<file path="src/rtl/tlb_pkg.sv">
// Shared types for the translation buffer.
// Assumes: nothing beyond the standard language.
package tlb_pkg;
    typedef enum logic {
        ST_IDLE = 1'b0,
        ST_WALK = 1'b1
    } tlb_state_e;
endpackage

</file>
<file path="src/rtl/tlb_entry_array.sv">
// Fully associative store of translation entries with parallel tag match.
// Assumes: at most one entry matches a key (fills happen only after a miss
// on that key); fill and dirty update never target the same cycle.
module tlb_entry_array #(
    parameter int ENTRIES = 8,
    parameter int VPN_W   = 6,
    parameter int PFN_W   = 6,
    parameter int PID_W   = 4,
    localparam int IDX_W  = $clog2(ENTRIES)
) (
    input  logic               clk,
    input  logic               rst_n,
    input  logic               flush,
    input  logic [VPN_W-1:0]   lk_vpn,
    input  logic [PID_W-1:0]   lk_pid,
    output logic               lk_hit,
    output logic [IDX_W-1:0]   lk_idx,
    output logic [PFN_W-1:0]   lk_pfn,
    output logic               lk_prot,
    output logic               lk_dirty,
    input  logic               dirty_set,
    input  logic [IDX_W-1:0]   dirty_idx,
    input  logic               fill_en,
    input  logic [IDX_W-1:0]   fill_idx,
    input  logic [VPN_W-1:0]   fill_vpn,
    input  logic [PID_W-1:0]   fill_pid,
    input  logic [PFN_W-1:0]   fill_pfn,
    input  logic               fill_prot,
    input  logic               fill_dirty,
    output logic [ENTRIES-1:0] valid_vec
);
    logic [ENTRIES-1:0] v_q;
    logic [ENTRIES-1:0] prot_q;
    logic [ENTRIES-1:0] dirty_q;
    logic [VPN_W-1:0]   vpn_q [ENTRIES];
    logic [PID_W-1:0]   pid_q [ENTRIES];
    logic [PFN_W-1:0]   pfn_q [ENTRIES];
    logic [ENTRIES-1:0] match;

    for (genvar g = 0; g < ENTRIES; g++) begin : g_ent
        // Compare one entry against the key.
        assign match[g] = v_q[g] && (vpn_q[g] == lk_vpn) && (pid_q[g] == lk_pid);

        // Hold one entry: flush, fill or dirty update.
        always_ff @(posedge clk) begin
            if (!rst_n) begin
                v_q[g]     <= 1'b0;
                prot_q[g]  <= 1'b0;
                dirty_q[g] <= 1'b0;
                vpn_q[g]   <= '0;
                pid_q[g]   <= '0;
                pfn_q[g]   <= '0;
            end else if (flush) begin
                v_q[g]     <= 1'b0;
            end else if (fill_en && fill_idx == IDX_W'(g)) begin
                v_q[g]     <= 1'b1;
                vpn_q[g]   <= fill_vpn;
                pid_q[g]   <= fill_pid;
                pfn_q[g]   <= fill_pfn;
                prot_q[g]  <= fill_prot;
                dirty_q[g] <= fill_dirty;
            end else if (dirty_set && dirty_idx == IDX_W'(g)) begin
                dirty_q[g] <= 1'b1;
            end
        end
    end

    // Collapse the one-hot match into index and payload.
    always_comb begin
        lk_idx   = '0;
        lk_pfn   = '0;
        lk_prot  = 1'b0;
        lk_dirty = 1'b0;
        for (int i = 0; i < ENTRIES; i++) begin
            if (match[i]) begin
                lk_idx   = lk_idx | IDX_W'(i);
                lk_pfn   = lk_pfn | pfn_q[i];
                lk_prot  = lk_prot | prot_q[i];
                lk_dirty = lk_dirty | dirty_q[i];
            end
        end
    end

    assign lk_hit    = |match;
    assign valid_vec = v_q;

    AST_HIT_ONEHOT: assert property (@(posedge clk) disable iff (!rst_n)
        $onehot0(match));
    AST_FLUSH_EMPTY: assert property (@(posedge clk) disable iff (!rst_n)
        flush |=> (v_q == '0));
endmodule

</file>
<file path="src/rtl/tlb_lru_age.sv">
// Per-entry age counters giving least-recently-used replacement order.
// Assumes: ENTRIES is a power of two; ages always form a permutation of
// 0..ENTRIES-1 (reset seeds them so, and each touch preserves it).
module tlb_lru_age #(
    parameter int ENTRIES = 8,
    localparam int IDX_W  = $clog2(ENTRIES)
) (
    input  logic               clk,
    input  logic               rst_n,
    input  logic               touch_en,
    input  logic [IDX_W-1:0]   touch_idx,
    input  logic [ENTRIES-1:0] valid_vec,
    output logic [IDX_W-1:0]   victim_idx
);
    localparam logic [IDX_W-1:0] AGE_MAX = IDX_W'(ENTRIES - 1);

    logic [IDX_W-1:0]   age_q [ENTRIES];
    logic [IDX_W-1:0]   touched_age;
    logic [ENTRIES-1:0] oldest;

    assign touched_age = age_q[touch_idx];

    for (genvar g = 0; g < ENTRIES; g++) begin : g_age
        assign oldest[g] = (age_q[g] == AGE_MAX);

        // Age one entry: zero on touch, step up if younger than the touched one.
        always_ff @(posedge clk) begin
            if (!rst_n) begin
                age_q[g] <= IDX_W'(g);
            end else if (touch_en) begin
                if (touch_idx == IDX_W'(g))
                    age_q[g] <= '0;
                else if (age_q[g] < touched_age)
                    age_q[g] <= age_q[g] + 1'b1;
            end
        end
    end

    // Pick the lowest empty slot, else the oldest one.
    always_comb begin
        logic found;
        found      = 1'b0;
        victim_idx = '0;
        for (int i = ENTRIES - 1; i >= 0; i--) begin
            if (!valid_vec[i]) begin
                found      = 1'b1;
                victim_idx = IDX_W'(i);
            end
        end
        if (!found) begin
            for (int i = 0; i < ENTRIES; i++) begin
                if (oldest[i]) victim_idx = IDX_W'(i);
            end
        end
    end

    AST_AGE_UNIQUE_MAX: assert property (@(posedge clk) disable iff (!rst_n)
        $onehot(oldest));
endmodule

</file>
<file path="src/rtl/tlb_xlate.sv">
// Top of the translation buffer: request handshake, miss walk, fault and
// response generation.
// Assumes: the walker answers with a one-cycle walk_valid pulse at any time
// after walk_req rises; cur_pid is sampled with the request.
module tlb_xlate
    import tlb_pkg::*;
#(
    parameter int VA_W    = 16,
    parameter int VPN_W   = 6,
    parameter int PFN_W   = 6,
    parameter int PID_W   = 4,
    parameter int ENTRIES = 8,
    localparam int OFF_W  = VA_W - VPN_W,
    localparam int PA_W   = PFN_W + OFF_W,
    localparam int IDX_W  = $clog2(ENTRIES)
) (
    input  logic             clk,
    input  logic             rst_n,
    input  logic             flush,
    input  logic [PID_W-1:0] cur_pid,
    input  logic             req,
    input  logic             req_write,
    input  logic [VA_W-1:0]  req_va,
    output logic             ready,
    output logic             resp_valid,
    output logic [PA_W-1:0]  resp_pa,
    output logic             resp_prot,
    output logic             resp_dirty,
    output logic             page_fault,
    output logic             prot_fault,
    output logic             walk_req,
    output logic [VPN_W-1:0] walk_vpn,
    output logic [PID_W-1:0] walk_pid,
    input  logic             walk_valid,
    input  logic             walk_present,
    input  logic             walk_protect,
    input  logic [PFN_W-1:0] walk_pfn
);
    tlb_state_e         st_q;
    logic [VPN_W-1:0]   cap_vpn;
    logic [PID_W-1:0]   cap_pid;
    logic [OFF_W-1:0]   cap_off;
    logic               cap_wr;

    logic [VPN_W-1:0]   key_vpn;
    logic [PID_W-1:0]   key_pid;
    logic               lk_hit, lk_prot, lk_dirty;
    logic [IDX_W-1:0]   lk_idx, victim_idx, touch_idx;
    logic [PFN_W-1:0]   lk_pfn;
    logic [ENTRIES-1:0] valid_vec;
    logic               accept, hit_go, miss_go, done_walk, fill_go;
    logic               dirty_set, touch_en;

    assign ready     = (st_q == ST_IDLE) && !flush;
    assign accept    = req && ready;
    assign key_vpn   = (st_q == ST_IDLE) ? req_va[VA_W-1:OFF_W] : cap_vpn;
    assign key_pid   = (st_q == ST_IDLE) ? cur_pid : cap_pid;
    assign hit_go    = accept && lk_hit;
    assign miss_go   = accept && !lk_hit;
    assign done_walk = (st_q == ST_WALK) && walk_valid;
    assign fill_go   = done_walk && walk_present && !flush;
    assign dirty_set = hit_go && req_write && !lk_prot && !lk_dirty;
    assign touch_en  = hit_go || fill_go;
    assign touch_idx = hit_go ? lk_idx : victim_idx;

    assign walk_req  = (st_q == ST_WALK);
    assign walk_vpn  = cap_vpn;
    assign walk_pid  = cap_pid;

    tlb_entry_array #(
        .ENTRIES(ENTRIES), .VPN_W(VPN_W), .PFN_W(PFN_W), .PID_W(PID_W)
    ) u_array (
        .clk        (clk),
        .rst_n      (rst_n),
        .flush      (flush),
        .lk_vpn     (key_vpn),
        .lk_pid     (key_pid),
        .lk_hit     (lk_hit),
        .lk_idx     (lk_idx),
        .lk_pfn     (lk_pfn),
        .lk_prot    (lk_prot),
        .lk_dirty   (lk_dirty),
        .dirty_set  (dirty_set),
        .dirty_idx  (lk_idx),
        .fill_en    (fill_go),
        .fill_idx   (victim_idx),
        .fill_vpn   (cap_vpn),
        .fill_pid   (cap_pid),
        .fill_pfn   (walk_pfn),
        .fill_prot  (walk_protect),
        .fill_dirty (cap_wr && !walk_protect),
        .valid_vec  (valid_vec)
    );

    tlb_lru_age #(.ENTRIES(ENTRIES)) u_lru (
        .clk        (clk),
        .rst_n      (rst_n),
        .touch_en   (touch_en),
        .touch_idx  (touch_idx),
        .valid_vec  (valid_vec),
        .victim_idx (victim_idx)
    );

    // Sequence between lookup and walk, capturing the missing request.
    always_ff @(posedge clk) begin
        if (!rst_n) begin
            st_q    <= ST_IDLE;
            cap_vpn <= '0;
            cap_pid <= '0;
            cap_off <= '0;
            cap_wr  <= 1'b0;
        end else if (miss_go) begin
            st_q    <= ST_WALK;
            cap_vpn <= req_va[VA_W-1:OFF_W];
            cap_pid <= cur_pid;
            cap_off <= req_va[OFF_W-1:0];
            cap_wr  <= req_write;
        end else if (done_walk) begin
            st_q    <= ST_IDLE;
        end
    end

    // Register the outcome of a hit or a finished walk.
    always_ff @(posedge clk) begin
        if (!rst_n) begin
            resp_valid <= 1'b0;
            page_fault <= 1'b0;
            prot_fault <= 1'b0;
            resp_pa    <= '0;
            resp_prot  <= 1'b0;
            resp_dirty <= 1'b0;
        end else begin
            resp_valid <= 1'b0;
            page_fault <= 1'b0;
            prot_fault <= 1'b0;
            if (hit_go) begin
                if (req_write && lk_prot) prot_fault <= 1'b1;
                else                      resp_valid <= 1'b1;
                resp_pa    <= {lk_pfn, req_va[OFF_W-1:0]};
                resp_prot  <= lk_prot;
                resp_dirty <= lk_dirty || (req_write && !lk_prot);
            end else if (done_walk) begin
                if (!walk_present)                page_fault <= 1'b1;
                else if (cap_wr && walk_protect)  prot_fault <= 1'b1;
                else                              resp_valid <= 1'b1;
                resp_pa    <= {walk_pfn, cap_off};
                resp_prot  <= walk_protect;
                resp_dirty <= cap_wr && !walk_protect;
            end
        end
    end

    AST_ONE_OUTCOME: assert property (@(posedge clk) disable iff (!rst_n)
        $onehot0({resp_valid, page_fault, prot_fault}));
    AST_WALK_HOLD: assert property (@(posedge clk) disable iff (!rst_n)
        (walk_req && !walk_valid) |=> (walk_req && $stable(walk_vpn) && $stable(walk_pid)));
    AST_BUSY_IN_WALK: assert property (@(posedge clk) disable iff (!rst_n)
        walk_req |-> !ready);
    AST_PF_FROM_WALK: assert property (@(posedge clk) disable iff (!rst_n)
        page_fault |-> $past(walk_valid && !walk_present));
    AST_PROT_FLAGGED: assert property (@(posedge clk) disable iff (!rst_n)
        prot_fault |-> resp_prot);
    AST_OFFSET_PASS: assert property (@(posedge clk) disable iff (!rst_n)
        (resp_valid && $past(hit_go)) |-> (resp_pa[OFF_W-1:0] == $past(req_va[OFF_W-1:0])));
endmodule

</file>
<file path="config.mk">
export PLATFORM = sky130hd
export DESIGN_NAME = tlb_xlate
export DESIGN_NICKNAME = d
export VERILOG_FILES = /design/src/rtl/tlb_pkg.sv /design/src/rtl/tlb_entry_array.sv /design/src/rtl/tlb_lru_age.sv /design/src/rtl/tlb_xlate.sv
export SDC_FILE = /design/constraint.sdc
export NUM_CORES = 1
export LEC_CHECK = 0
export CORE_MARGIN = 5
export CORE_UTILIZATION = 35
export CTS_CLUSTER_DIAMETER = 120
export DETAILED_ROUTE_END_ITERATION = 8
export GPL_TIMING_DRIVEN = 0
export MAX_ROUTING_LAYER = met4
export PLACE_DENSITY = 0.56
export REMOVE_ABC_BUFFERS = 1
export SKIP_CTS_REPAIR_TIMING = 1
export SLEW_MARGIN = 0
export SYNTH_ARGS = -nofsm -noshare
export SYNTH_HDL_FRONTEND = slang
export SYNTH_SLANG_ARGS = --single-unit
</file>
<file path="constraint.sdc">
create_clock -name clk -period 5.49 [get_ports clk]
set_clock_uncertainty 0.2 [all_clocks]
set_input_delay 1.098 -clock clk [delete_from_list [all_inputs] [get_ports clk]]
set_output_delay 1.098 -clock clk [all_outputs]
set_load 0.02 [all_outputs]
</file>
======== Word level (Yosys, flattened, before mapping) ========
Memory sizes are Yosys's and may differ from the RTL's.
Index checks and enable logic that the tools add are counted.
operators by class
  magnitude comparators ................... 8
  divide/modulo/power cells ............... 0
  bitwise logic cells ..................... 65
  multiply operators ...................... 0
  mux-type cells .......................... 239
  shift-type cells ........................ 0
  equality and inequality tests ........... 45
  $add $sub $neg .......................... 8
  reduce and logical (&&, ||, !) cells .... 85
operator list
  operator                                       number
  two-way mux 1 bit                              163
  two-way mux 6 bit                              25
  two-way mux 3 bit                              38
  == test 3 bit, second input constant           20
  bitwise OR 1 bit                               54
  == test 6 bit                                  8
  logical AND 1 bit                              46
  bitwise OR 6 bit                               7
  two-way mux 4 bit                              9
  == test 4 bit                                  8
  two-way mux 16 bit                             2
  AND reduction 2 bit                            16
  adder 3 x 1 -> 3 bit, second input constant    8
  < comparator 3 bit                             8
  nonzero test 2 bit                             10
  == test 3 x 2 -> 1 bit, second input constant  6
  == test 3 x 1 -> 1 bit, second input constant  3
  zero test 3 bit                                3
  OR reduction 8 bit                             1
  zero test 1 bit                                5
  two-way mux 2 bit                              2
  inverter 1 bit                                 4
  OR reduction 3 bit                             1
  logical OR 1 bit                               2
  OR reduction 2 bit                             1
word-level totals
  memories kept ........................... 4
  flip-flop bits (word level) ............. 67
  word-level logic and storage cells ...... 489
  memory bits (writable) .................. 152
  output and inout bits ................... 33
  input port bits ......................... 34
  latch bits .............................. 0
  ROM bits ................................ 0
memory list
  memory         words  bits a word  read ports  clocked after memory_dff  write ports  line                   text
  u_array.pfn_q  8      6            8           0                         8            tlb_entry_array.sv:37  logic [PFN_W-1:0] pfn_q [ENTRIES];
  u_array.vpn_q  8      6            8           0                         8            tlb_entry_array.sv:35  logic [VPN_W-1:0] vpn_q [ENTRIES];
  u_array.pid_q  8      4            8           0                         8            tlb_entry_array.sv:36  logic [PID_W-1:0] pid_q [ENTRIES];
  u_lru.age_q    8      3            9           0                         8            tlb_lru_age.sv:17      logic [IDX_W-1:0] age_q [ENTRIES];

======== Longest topological paths before layout ========
An unclocked memory read counts as a cell.
  depth in word-level cells ............... 26
  gate-level depth with buffers ........... 21
  gate-level depth less buffers ........... 17

======== By module ========
A second synthesis with hierarchy kept.
unflattened totals
  cell total of the unflattened synthesis .. 1006
  area, all modules ....................... 11270.8 sq um
modules (own cells, without submodules)
  module           area an instance (sq um)  times used  seq. area each (sq um)  cells an instance
  tlb_entry_array  7178.1                    1           4324.1                  581
  tlb_lru_age      2162.1                    1           720.7                   209
  tlb_xlate        1930.6                    1           860.8                   216

======== Worst setup path after synthesis ========
Ideal clock, no wire load.
  path type ............................... in2reg
  start ................................... in req_va[12]
  end ..................................... mem u_lru.age_q[2][0] (netlist bit), enable pin
  data required time ...................... 4.956 ns
  setup slack ............................. 0.343 ns
  path buffers ............................ 4
  data arrival time ....................... 4.613 ns
  stages .................................. 19
  setup time .............................. 0.334 ns
  cells stage by stage .................... mux2i_2 xor2_1 and4_1 and3_1 buf_2 or2_1 buf_6 o31ai_1 buf_2 clkbuf_1 o21a_1 o221ai_1 a21oi_1 nor2_1 ha_1 a311o_1 inv_1 a31oi_1 o211ai_1
RTL lines
  item             line               text
  start, declared  tlb_xlate.sv:23    input logic [VA_W-1:0] req_va,
  end, declared    tlb_lru_age.sv:17

==> impl_metrics.env <==
export IMPL_status="finished, final reports clean"
export IMPL_syn_area_mm2=0.0117
export IMPL_numCtsBuffers=26
export IMPL_ios=67
export IMPL_dieArea_mm2=0.0371
export IMPL_htree_num_levels=1
export IMPL_fill_cells=3204
export IMPL_synthArstFlopShare_pct=0
export IMPL_slew_viol_final=0
export IMPL_most_common_layout_cells="edfxtp_1, and3_1, xnor2_1, dfxtp_1, clkdlybuf4s50_1"
export IMPL_holdWs_ns=0.272
export IMPL_drt_pre_antenna_iters=5
export IMPL_cap_violations=0
export IMPL_worstPathRequired_ns=5.58
export IMPL_end_kind="flip-flop"
export IMPL_peakVddDrop_mv=0.227
export IMPL_dr_first_iter_drc_count=569
export IMPL_cp_slowest_stage_delay_ns=0.55
export IMPL_ant_nets=0
export IMPL_detailed_place_hpwl_um=22000
export IMPL_cp_top_family="compound AO/OA/AOI/OAI gates"
export IMPL_clock_sinks=219
export IMPL_path_clk_slew_ns=0.07
export IMPL_cts_buffer_depth=3
export IMPL_hp_class="reg2reg"
export IMPL_worstPathBufferInverterCount=2
export IMPL_dpl_cell_area_mm2=0.0127
export IMPL_syn2layout_area_growth_pct=19.8
export IMPL_io_buffers=66
export IMPL_gr_total_overflow=0
export IMPL_num_vias=8751
export IMPL_drt_total_wl_um=33800
export IMPL_antenna_cells=0
export IMPL_ys_ff_latch=219
export IMPL_r2r_slack_ns=0.38
export IMPL_hold_viol=0
export IMPL_fmax_mhz=187
export IMPL_ys_warnings_count=0
export IMPL_ys_flop_type="edfxtp_1"
export IMPL_syn_inst=1078
export IMPL_layout_commonest_cell="edfxtp_1"
export IMPL_cp_arrival_ns=5.43
export IMPL_crit_chain="clkdlybuf4s50_1, mux2i_4, buf_12, xnor2_1, nor4_1, and3_2, or2_4, o31a_2, nor3_1, a311o_1, o32ai_4, or2_1, o221ai_1, a21o_1"
export IMPL_antenna_found_initial=0
export IMPL_clock_latency_ns=0.54
export IMPL_period_share_pct=97.3
export IMPL_start_util_pct=35.1
export IMPL_worst_slew_pin_slew_ns=1.16
export IMPL_place_congestion=0.835
export IMPL_post_drt_wl_per_cell_um=21.1
export IMPL_rows=67
export IMPL_worstSetupPathType="in2reg"
export IMPL_start_kind="primary input"
export IMPL_fin_util_pct=42.0
export IMPL_drcViolationCount=0
export IMPL_fin_nets=1188
export IMPL_min_period_ns=5.34
export IMPL_grt_pass1_wl_um=51100
export IMPL_power_density_mw_per_mm2=275
export IMPL_core_area_mm2=0.0333
export IMPL_design_area_mm2=0.0140
export IMPL_ys_types=63
export IMPL_fp_dieH_um=193
export IMPL_cts_tree="built"
export IMPL_grt_pass1_vias=8573
export IMPL_synth_edf_count=152
export IMPL_leakagePower_nw=5.41
export IMPL_die_w_um=193
export IMPL_drive_above_1_share_pct=10.4
export IMPL_max_slew_margin_pct=22.0
export IMPL_finalSetupViolCount=0
export IMPL_grt_max_degree=133
export IMPL_crit_fanout=15
export IMPL_syn_avg_cell_area_um2=10.8
export IMPL_routed_via_density=5.48
export IMPL_ys_seq_area_share_pct=50.6
export IMPL_p_total_w=0.00385
export IMPL_crit_path_top_delay_cell="o32ai_4"
export IMPL_cts_root_buf="clkbuf_16"
export IMPL_rsz0062_at_grt="yes"
export IMPL_grt_usage_pct=18.2
[synthesized netlist by cell type, types with 6 or more instances]
master	n	area (um^2)
a22oi_1	12	90.1
xor2_1	13	114
nand3_1	26	130
nand2_1	58	218
a21boi_0	8	60.1
a211oi_1	7	52.6
and2_1	6	37.5
o211ai_1	12	90.1
edfxtp_1	152	4560
and3_1	152	951
o31a_1	9	78.8
inv_1	16	60.1
or2_1	7	43.8
o21ai_0	28	140
a221oi_1	15	131
a21o_1	6	45.0
nor3_1	30	150
nor2_1	52	195
a21oi_1	22	110
a31oi_1	6	37.5
nor4_1	20	125
clkbuf_1	68	255
mux2i_4	9	203
nand2b_1	10	62.6
nor4b_1	10	87.6
dfxtp_1	67	1340
xnor2_1	67	587
ha_1	24	300
mux2i_1	35	350
o21a_1	11	82.6
nor2b_1	36	225
o211a_1	12	120
a22o_1	11	96.3
[layout make-up]
class                           instances  area, um^2  share of cell area [%]
Sequential cell                       219        5910                    42.2
Inverter                               16        60.1                   0.429
Tap cell                              448         561                    4.01
Multi-Input combinational cell        762        5460                    39.0
Clock inverter                         12        56.3                   0.402
Clock buffer                           36         749                    5.36
Timing Repair Buffer                  105        1190                    8.52
[worst paths after layout]
kind              cells after the start                end  startpoint
hold reg to reg                       2          resp_prot   resp_prot
setup / recovery                     14  u_lru.age_q[4][2]  cur_pid[0]
hold / removal                        2          resp_prot   resp_prot
setup reg to reg                     13  u_lru.age_q[4][2]    walk_req
[sequential cells by signal (all words and copies together) (netlist names), 4 cells and up]
register           cells
walk_pid               4
u_array.prot_q         8
u_array.pfn_q         48
u_array.valid_vec      8
u_array.pid_q         32
resp_pa               16
walk_vpn               6
u_lru.age_q           24
u_array.vpn_q         48
cap_off               10
u_array.dirty_q        8
[logic make-up (layout without fill, tap and decap cells)]
kind of cell | Yosys count | in the layout | synth area share (%)
AOI/OAI and AO/OA | 188 | 190 | 12.1
buffers and inverters | 99 | 169 | 3.77
muxes | 45 | 45 | 4.85
xor gates and xnor gates | 80 | 80 | 6.00
DFF | 219 | 219 | 50.6
and+or+nand+nor | 422 | 422 | 20.0
adders and majority gates | 25 | 25 | 2.67
[worst reg2reg max path, cell delays in order (launching register included)]
cell and delay (ns):
dfxtp_4 0.67, mux2i_4 0.34, buf_12 0.16, xnor2_1 0.07, nor4_1 0.51, and3_2 0.43
or2_4 0.26, o31a_2 0.38, nor3_1 0.12, a311o_1 0.43, o32ai_4 0.55, or2_1 0.26
o221ai_1 0.21, a21o_1 0.28
[power by group]
group,leakage (nW),switching [W],internal (W)
registers,2.02,0.0000472,0.00182
logic,2.99,0.000196,0.000163
clock network,0.399,0.000684,0.000947
[routing by layer]
layer | GRT usage (%) | part of all wire [%]
met1 | 23.7 | 45
met2 | 30.0 | 48
met3 | 1.86 | 3.5
met4 | 5.60 | 2.9
met5 | - | 0
[per-stage QoR]
step | TNS (ns) | worst slack [ns] | std cells
global route | -0.0129 | -0.00441 | 1598
floorplan | -99.93 | -1.80 | 995
detailed placement | -80.85 | -1.44 | 1522
CTS | -40.38 | -0.969 | 1570
finish | 0 | 0.150 | 1598
global placement | -1177.11 | -6.09 | 1509
No activity file was read; power rests on OpenSTA's default activity.
